File: config.mk
export PLATFORM = sky130hd
export DESIGN_NAME = roi_gamma_ctrl
export DESIGN_NICKNAME = d
export VERILOG_FILES = /design/src/rtl/gamma_pkg.sv /design/src/rtl/roi_window.sv /design/src/rtl/stat_datapath.sv /design/src/rtl/gamma_control.sv /design/src/rtl/roi_gamma_ctrl.sv
export SDC_FILE = /design/constraint.sdc
export NUM_CORES = 1
export LEC_CHECK = 0
export ABC_CLOCK_PERIOD_IN_PS = 2700
export BUFFER_PORTS_ARGS = -buffer_cell sky130_fd_sc_hd__buf_2
export CORE_MARGIN = 2
export CORE_UTILIZATION = 51
export CTS_CLUSTER_SIZE = 30
export DETAILED_ROUTE_END_ITERATION = 7
export PLACE_DENSITY = 0.78
export SYNTH_ARGS = -nofsm -noshare
export SYNTH_HDL_FRONTEND = slang
export SYNTH_HIERARCHICAL = 1
export SYNTH_SLANG_ARGS = --single-unit
export TNS_END_PERCENT = 50
File: constraint.sdc
create_clock -name clk -period 2.7 [get_ports clk]
set_input_delay 0.405 -clock clk [delete_from_list [all_inputs] [get_ports clk]]
set_output_delay 0.405 -clock clk [all_outputs]
set_load 0.01 [all_outputs]
File: src/rtl/gamma_pkg.sv
package gamma_pkg;
  localparam int CODE_W = 5;

  typedef struct packed {
    logic frameDone;
    logic satOver;
    logic topOver;
  } stat_strobe_t;
endpackage

File: src/rtl/roi_window.sv
module roi_window #(
  parameter int BOUND_W   = 8,
  parameter int COL_SHIFT = 3,
  parameter int ROW_SHIFT = 2,
  localparam int COL_W = BOUND_W + COL_SHIFT,
  localparam int ROW_W = BOUND_W + ROW_SHIFT
) (
  input  logic [ROW_W-1:0]   row,
  input  logic [COL_W-1:0]   col,
  input  logic [BOUND_W-1:0] colOn,
  input  logic [BOUND_W-1:0] colOff,
  input  logic [BOUND_W-1:0] rowOn,
  input  logic [BOUND_W-1:0] rowOff,
  output logic               inRect,
  output logic               onEdge
);
  logic [COL_W-1:0] colLo, colHi;
  logic [ROW_W-1:0] rowLo, rowHi;

  assign colLo = {colOn,  {COL_SHIFT{1'b0}}};
  assign colHi = {colOff, {COL_SHIFT{1'b0}}};
  assign rowLo = {rowOn,  {ROW_SHIFT{1'b0}}};
  assign rowHi = {rowOff, {ROW_SHIFT{1'b0}}};

  assign inRect = (col >= colLo) && (col <= colHi) && (row >= rowLo) && (row <= rowHi);
  assign onEdge = inRect && ((col == colLo) || (col == colHi) || (row == rowLo) || (row == rowHi));
endmodule

File: src/rtl/stat_datapath.sv
module stat_datapath
  import gamma_pkg::*;
#(
  parameter int PIX_W = 8,
  parameter int CNT_W = 16,
  localparam int BITS_W = $clog2(CNT_W)
) (
  input  logic              clk,
  input  logic              rstN,
  input  logic              pixValid,
  input  logic              qualify,
  input  logic [PIX_W-1:0]  pixData,
  input  logic [PIX_W-1:0]  topThresh,
  input  logic              frameEnd,
  input  logic [BITS_W-1:0] satBits,
  input  logic [BITS_W-1:0] topBits,
  output stat_strobe_t      strobe
);
  logic [CNT_W-1:0] satCnt, topCnt;
  logic [CNT_W:0]   satInc, topInc;
  logic             satOver, topOver, satHit, topHit, satOverNext, topOverNext;

  assign satHit = pixValid && qualify && (pixData == {PIX_W{1'b1}});
  assign topHit = pixValid && qualify && (pixData >= topThresh);
  assign satInc = {1'b0, satCnt} + 1'b1;
  assign topInc = {1'b0, topCnt} + 1'b1;
  assign satOverNext = satOver || (satHit && ((satInc >> satBits) != '0));
  assign topOverNext = topOver || (topHit && ((topInc >> topBits) != '0));

  always_ff @(posedge clk or negedge rstN) begin
    if (!rstN) begin
      satCnt  <= '0;
      topCnt  <= '0;
      satOver <= 1'b0;
      topOver <= 1'b0;
      strobe  <= '0;
    end else if (frameEnd) begin
      strobe  <= '{frameDone: 1'b1, satOver: satOverNext, topOver: topOverNext};
      satCnt  <= '0;
      topCnt  <= '0;
      satOver <= 1'b0;
      topOver <= 1'b0;
    end else begin
      strobe  <= '0;
      satOver <= satOverNext;
      topOver <= topOverNext;
      if (satHit && !satOver) satCnt <= satInc[CNT_W-1:0];
      if (topHit && !topOver) topCnt <= topInc[CNT_W-1:0];
    end
  end

  // a frame end leaves both statistics empty
  p_clear_r1: assert property (@(posedge clk) disable iff (!rstN)
    $past(frameEnd) |-> (satCnt == '0 && topCnt == '0 && !satOver && !topOver));
  // an over flag stays set until the frame ends
  p_sticky_r2: assert property (@(posedge clk) disable iff (!rstN)
    (satOver && !frameEnd) |=> satOver);
endmodule

File: src/rtl/gamma_control.sv
module gamma_control
  import gamma_pkg::*;
#(
  parameter int SKIP_W = 4
) (
  input  logic              clk,
  input  logic              rstN,
  input  stat_strobe_t      strobe,
  input  logic [CODE_W-1:0] maxGamma,
  input  logic [SKIP_W-1:0] skipFrames,
  output logic [CODE_W-1:0] autoCode
);
  logic [SKIP_W-1:0] skipCnt, effSkip;
  logic [SKIP_W:0]   skipNext;
  logic              updEn;
  logic [CODE_W:0]   stepped;
  logic [CODE_W-1:0] nextCode;

  assign effSkip  = (skipFrames == '0) ? SKIP_W'(1) : skipFrames;
  assign skipNext = {1'b0, skipCnt} + 1'b1;
  assign updEn    = strobe.frameDone && (skipNext >= {1'b0, effSkip});

  always_comb begin
    if (strobe.satOver)                         stepped = {1'b0, autoCode} + 1'b1;
    else if (!strobe.topOver && autoCode != '0) stepped = {1'b0, autoCode} - 1'b1;
    else                                        stepped = {1'b0, autoCode};
    nextCode = (stepped > {1'b0, maxGamma}) ? maxGamma : stepped[CODE_W-1:0];
  end

  always_ff @(posedge clk or negedge rstN) begin
    if (!rstN) begin
      skipCnt  <= '0;
      autoCode <= '0;
    end else if (strobe.frameDone) begin
      if (updEn) begin
        skipCnt  <= '0;
        autoCode <= nextCode;
      end else begin
        skipCnt <= skipNext[SKIP_W-1:0];
      end
    end
  end

  // an update never leaves the code above the limit
  p_code_max_r5: assert property (@(posedge clk) disable iff (!rstN)
    $past(updEn) |-> (autoCode <= $past(maxGamma)));
  // between updates the code holds
  p_skip_hold_r6: assert property (@(posedge clk) disable iff (!rstN)
    !$past(updEn) |-> $stable(autoCode));
  // an over full-scale count with headroom raises the code by exactly one
  p_step_up_r3: assert property (@(posedge clk) disable iff (!rstN)
    $past(updEn && strobe.satOver && (autoCode < maxGamma)) |-> (autoCode == CODE_W'($past(autoCode) + 1'b1)));
endmodule

File: src/rtl/roi_gamma_ctrl.sv
module roi_gamma_ctrl
  import gamma_pkg::*;
#(
  parameter int PIX_W     = 8,
  parameter int CNT_W     = 16,
  parameter int SKIP_W    = 4,
  parameter int BOUND_W   = 8,
  parameter int COL_SHIFT = 3,
  parameter int ROW_SHIFT = 2,
  localparam int BITS_W = $clog2(CNT_W),
  localparam int COL_W  = BOUND_W + COL_SHIFT,
  localparam int ROW_W  = BOUND_W + ROW_SHIFT
) (
  input  logic               clk,
  input  logic               rstN,
  input  logic               pixValid,
  input  logic [ROW_W-1:0]   pixRow,
  input  logic [COL_W-1:0]   pixCol,
  input  logic [PIX_W-1:0]   pixData,
  input  logic               frameEnd,
  input  logic [PIX_W-1:0]   topThresh,
  input  logic [BITS_W-1:0]  satBits,
  input  logic [BITS_W-1:0]  topBits,
  input  logic [CODE_W-1:0]  maxGamma,
  input  logic [SKIP_W-1:0]  skipFrames,
  input  logic               manualEn,
  input  logic [CODE_W-1:0]  manualGamma,
  input  logic               roiEn,
  input  logic               roiInside,
  input  logic               showBox,
  input  logic [BOUND_W-1:0] roiColOn,
  input  logic [BOUND_W-1:0] roiColOff,
  input  logic [BOUND_W-1:0] roiRowOn,
  input  logic [BOUND_W-1:0] roiRowOff,
  output logic [CODE_W-1:0]  gammaCode,
  output logic               boxFlag
);
  logic         inRect, onEdge, qualify;
  stat_strobe_t strobe;
  logic [CODE_W-1:0] autoCode;

  roi_window #(.BOUND_W(BOUND_W), .COL_SHIFT(COL_SHIFT), .ROW_SHIFT(ROW_SHIFT)) uWin (
    .row(pixRow), .col(pixCol), .colOn(roiColOn), .colOff(roiColOff),
    .rowOn(roiRowOn), .rowOff(roiRowOff), .inRect(inRect), .onEdge(onEdge));

  assign qualify = !roiEn || (inRect == roiInside);
  assign boxFlag = showBox && pixValid && onEdge;

  stat_datapath #(.PIX_W(PIX_W), .CNT_W(CNT_W)) uStat (
    .clk(clk), .rstN(rstN), .pixValid(pixValid), .qualify(qualify),
    .pixData(pixData), .topThresh(topThresh), .frameEnd(frameEnd),
    .satBits(satBits), .topBits(topBits), .strobe(strobe));

  gamma_control #(.SKIP_W(SKIP_W)) uCtl (
    .clk(clk), .rstN(rstN), .strobe(strobe), .maxGamma(maxGamma),
    .skipFrames(skipFrames), .autoCode(autoCode));

  assign gammaCode = manualEn ? manualGamma : autoCode;

  // the overlay is only ever raised on a valid pixel inside the window
  p_box_inside_r10: assert property (@(posedge clk) disable iff (!rstN)
    boxFlag |-> (pixValid && inRect));
endmodule

==> results.yml <==
run_status:
  status: "complete, but fails checks"
  failed_checks: "negative setup slack"
placed_design:
  portBuffers: 104
  place_inst: 921
  dp_hpwl_um: 10840
  gp_congestion: 0.9320
  dpl_cell_area_um2: 6287
  dp_slack_ns: -0.3565
setup_path:
  critPathMaxFanout: 6
  critical_path_arrival_ns: 3.19
  timing.rr.end: "uCtl/autoCode[3]$_DFFE_PN0P_"
  reg2reg_slack_ns: -0.29
  critical_path_required_ns: 2.91
  critPathMaxStageDelay_ns: 0.54
  path_delay_family: "compound AO/OA/AOI/OAI gates"
  cp-endpoint: "uCtl/autoCode[3]$_DFFE_PN0P_"
  worst-path-buf-inv: 1
  critPathLaunch: "uCtl/autoCode[1]$_DFFE_PN0P_"
  timing_worst_setup_path_type: "reg2reg"
  crit_cells: 10
  endpoint_kind: "flop"
  worstPathCellList: "buf_6, or4_4, o31a_2, o21ai_2, ha_1, a21o_1, a21oi_2, a32o_2, a21oi_1, o31ai_1"
  reg2reg_depth: 10
  cp-start-kind: "flop"
  r2r_start: "uCtl/autoCode[1]$_DFFE_PN0P_"
  cp_slowest_cell: "or4_4"
layout:
  fin_cells: 941
  final_nets: 960
  fin_util: 0.6802
  design_area_um2: 6710
  drive_gt1_frac: 0.3453
  diodes: 0
  area.growth.synth_to_final_pct: 28.70
synth:
  synth_edf_count: 0
  synth_commonest_cells: "inv_1 (61), nor2_1 (61), ha_1 (54)"
  ys_types: 80
  synth_area_leaders: "dfrtp_1 (22%), ha_1 (13%), inv_1 (4.4%)"
  synth-seq-cells: 46
  synthArstFlopShare: 1.000
  syn_area_um2: 5214
  yosysTopAreaCellShare: 0.2208
  synth-main-ff-cell: "dfrtp_1"
  synth.yosys.warnings: 6
  yosysSeqAreaShare: 0.2208
  syn_nets: 807
  syn_inst: 654
  synth_area_per_cell_um2: 7.972
  yosys.area.top_type: "dfrtp_1"
cts:
  cts_tree: "done"
  worstSkewPairLatency_ns: 0.31
  root_buffer: "clkbuf_8"
  hold_buffers: 0
  worst_setup_hold_path_clk_slew_ns: 0.10
  clkSinkCount: 46
  numCtsBuffers: 5
  htreeDepth: 2
  cts_buffer_depth: 2
floorplanning:
  start_util: 0.5285
  die-area_um2: 11050
  io_pins: 105
  rows: 36
  fp.dieH_um: 105.1
  fp.coreArea_um2: 9864
  die_w_um: 105.1
global_route:
  grt_util_met1: 0.3112
  antenna_found_initial: 0
  grt_max_degree: 51
  grt_usage: 0.2492
  grt_use_met2: 0.4504
  grt_pass1_vias: 5351
  grt_pass1_wl_um: 23380
  grt-busiest-layer: "met2"
  grt_overflow: 0
  use_met3: 0.03182
drt:
  routed_via_density: 5.883
  drc: 0
  first_pass_iters: 5
  num_vias: 5536
  wl_per_cell_um: 15.55
  routed_wl_um: 14640
  drtAntennaViolNets: 0
  drt-initial-drc-count: 323
sta:
  rsz0062_at_grt: "true"
  slew_violations: 0
  setup-violations-final: 5
  timing_hold_violations_final: 0
  fin_crit_sh: 1.106
  finClkSkew_ns: 0.009657
  tns_ns: -1.028
  min_period_ns: 2.985
  slew-limit-headroom: 0.4085
  fin_ws_ns: -0.2851
  tightest_slew_ns: 0.8872
  clock.fmax_mhz: 335.0
pwr:
  leakage_uw: 0.003147
  p_per_area_nw_per_um2: 492.8
  irDropWorstVdd_mv: 0.4627
job:
  maxCapViolCount: 0
hold_path:
  min_path_type: "in2async"
-- cell usage in the layout, fill, tap and decap left out, types with 5 or more instances in the layout --
cell | synthesis | routed
xor2_1 | 18 | 18
clkbuf_8 | 0 | 5
ha_4 | 0 | 5
nand4_1 | 32 | 32
nand2_1 | 45 | 44
buf_4 | 2 | 73
a211oi_1 | 13 | 12
nor3_1 | 14 | 13
nor4_1 | 11 | 9
mux2_2 | 16 | 16
a21o_1 | 5 | 5
nor3_2 | 5 | 6
nand3_1 | 27 | 25
nor2_1 | 61 | 60
o21ai_1 | 4 | 5
a21oi_2 | 1 | 5
dfrtp_1 | 46 | 46
inv_1 | 61 | 56
xnor2_1 | 15 | 15
a21oi_1 | 33 | 29
and4_1 | 5 | 5
buf_2 | 15 | 104
o211ai_1 | 7 | 7
ha_1 | 54 | 48
buf_6 | 0 | 6
o21ai_0 | 15 | 10
nand2b_1 | 7 | 7
a31o_2 | 6 | 6
nor2b_1 | 20 | 20
mux2i_1 | 7 | 7
-- what timing repair did --
| action | CTS | global route |
|---|---|---|
| setup buffers | 2 | 10 |
| pin swaps | 11 | 35 |
| resized for setup | 15 | 36 |
| endpoints found under the setup margin | 8 | 39 |
-- worst reg2reg max path, stage by stage (launching register included) --
cell	delay, ns
dfrtp_1	0.42
buf_6	0.13
or4_4	0.54
o31a_2	0.32
o21ai_2	0.22
ha_1	0.28
a21o_1	0.17
a21oi_2	0.17
a32o_2	0.25
a21oi_1	0.11
o31ai_1	0.27
-- power by group --
group	internal, uW	switching (uW)	total (uW)
clock	183	269	452
sequential	758	69.0	827
combinational	1010	1020	2030
total	1950	1360	3310
-- worst min path at each step --
| stage | end | slack [ns] | depth (start not counted) |
|---|---|---|---|
| floorplan | uCtl/autoCode[0]$_DFFE_PN0P_ | 0.11 | 0 |
| global placement | uStat/topCnt[4]$_DFFE_PN0P_ | 0.40 | 1 |
| detailed placement | uStat/topCnt[4]$_DFFE_PN0P_ | 0.42 | 1 |
| CTS | uStat/topCnt[4]$_DFFE_PN0P_ | 0.08 | 1 |
| global route | uStat/topCnt[4]$_DFFE_PN0P_ | 0.10 | 1 |
| finish | uStat/topCnt[4]$_DFFE_PN0P_ | 0.06 | 1 |
-- registers in the layout (all words and copies together) (netlist names) --
signal and flops:
uCtl/autoCode 5, uCtl/skipCnt 4, uStat/satCnt 16, uStat/satOver 1, uStat/strobe 3, uStat/topCnt 16
uStat/topOver 1
-- layer usage --
layer	vias up	wire, um
met4	0	301
met5	-	0
met1	2601	6095
met3	30	809
met2	223	7430
li1	2682	-
-- logic make-up (layout without fill, tap and decap cells) --
logic type                 Yosys count  in the layout  share of synthesized area
and+or+nand+nor                    263            263                     0.2757
AOI/OAI and AO/OA                  132            132                     0.1855
buffers and inverters               99            253                    0.07631
adders and majority gates           54             54                     0.1296
DFF                                 46             46                     0.2208
xor gates and xnor gates            33             33                    0.05544
muxes                               27             27                    0.05663
-- through the flow --
stage | hold slack, ns | power (uW)
final | 0.06066 | 3306
after global routing | 0.1049 | 3530
after CTS | 0.08060 | 2988
after detailed placement | 0.4184 | 2370
after global placement | 0.4022 | 2292
after floorplan | 0.1094 | 1826
-- cell type report --
cell class | instances | area (um2)
Fill cell | 775 | 3154
Tap cell | 133 | 166.4
Timing Repair Buffer | 183 | 1136
Multi-Input combinational cell | 509 | 3931
Sequential cell | 46 | 1151
Clock buffer | 5 | 68.82
Inverter | 62 | 235.2
Clock inverter | 3 | 21.27
(Power assumes the default switching activity.)
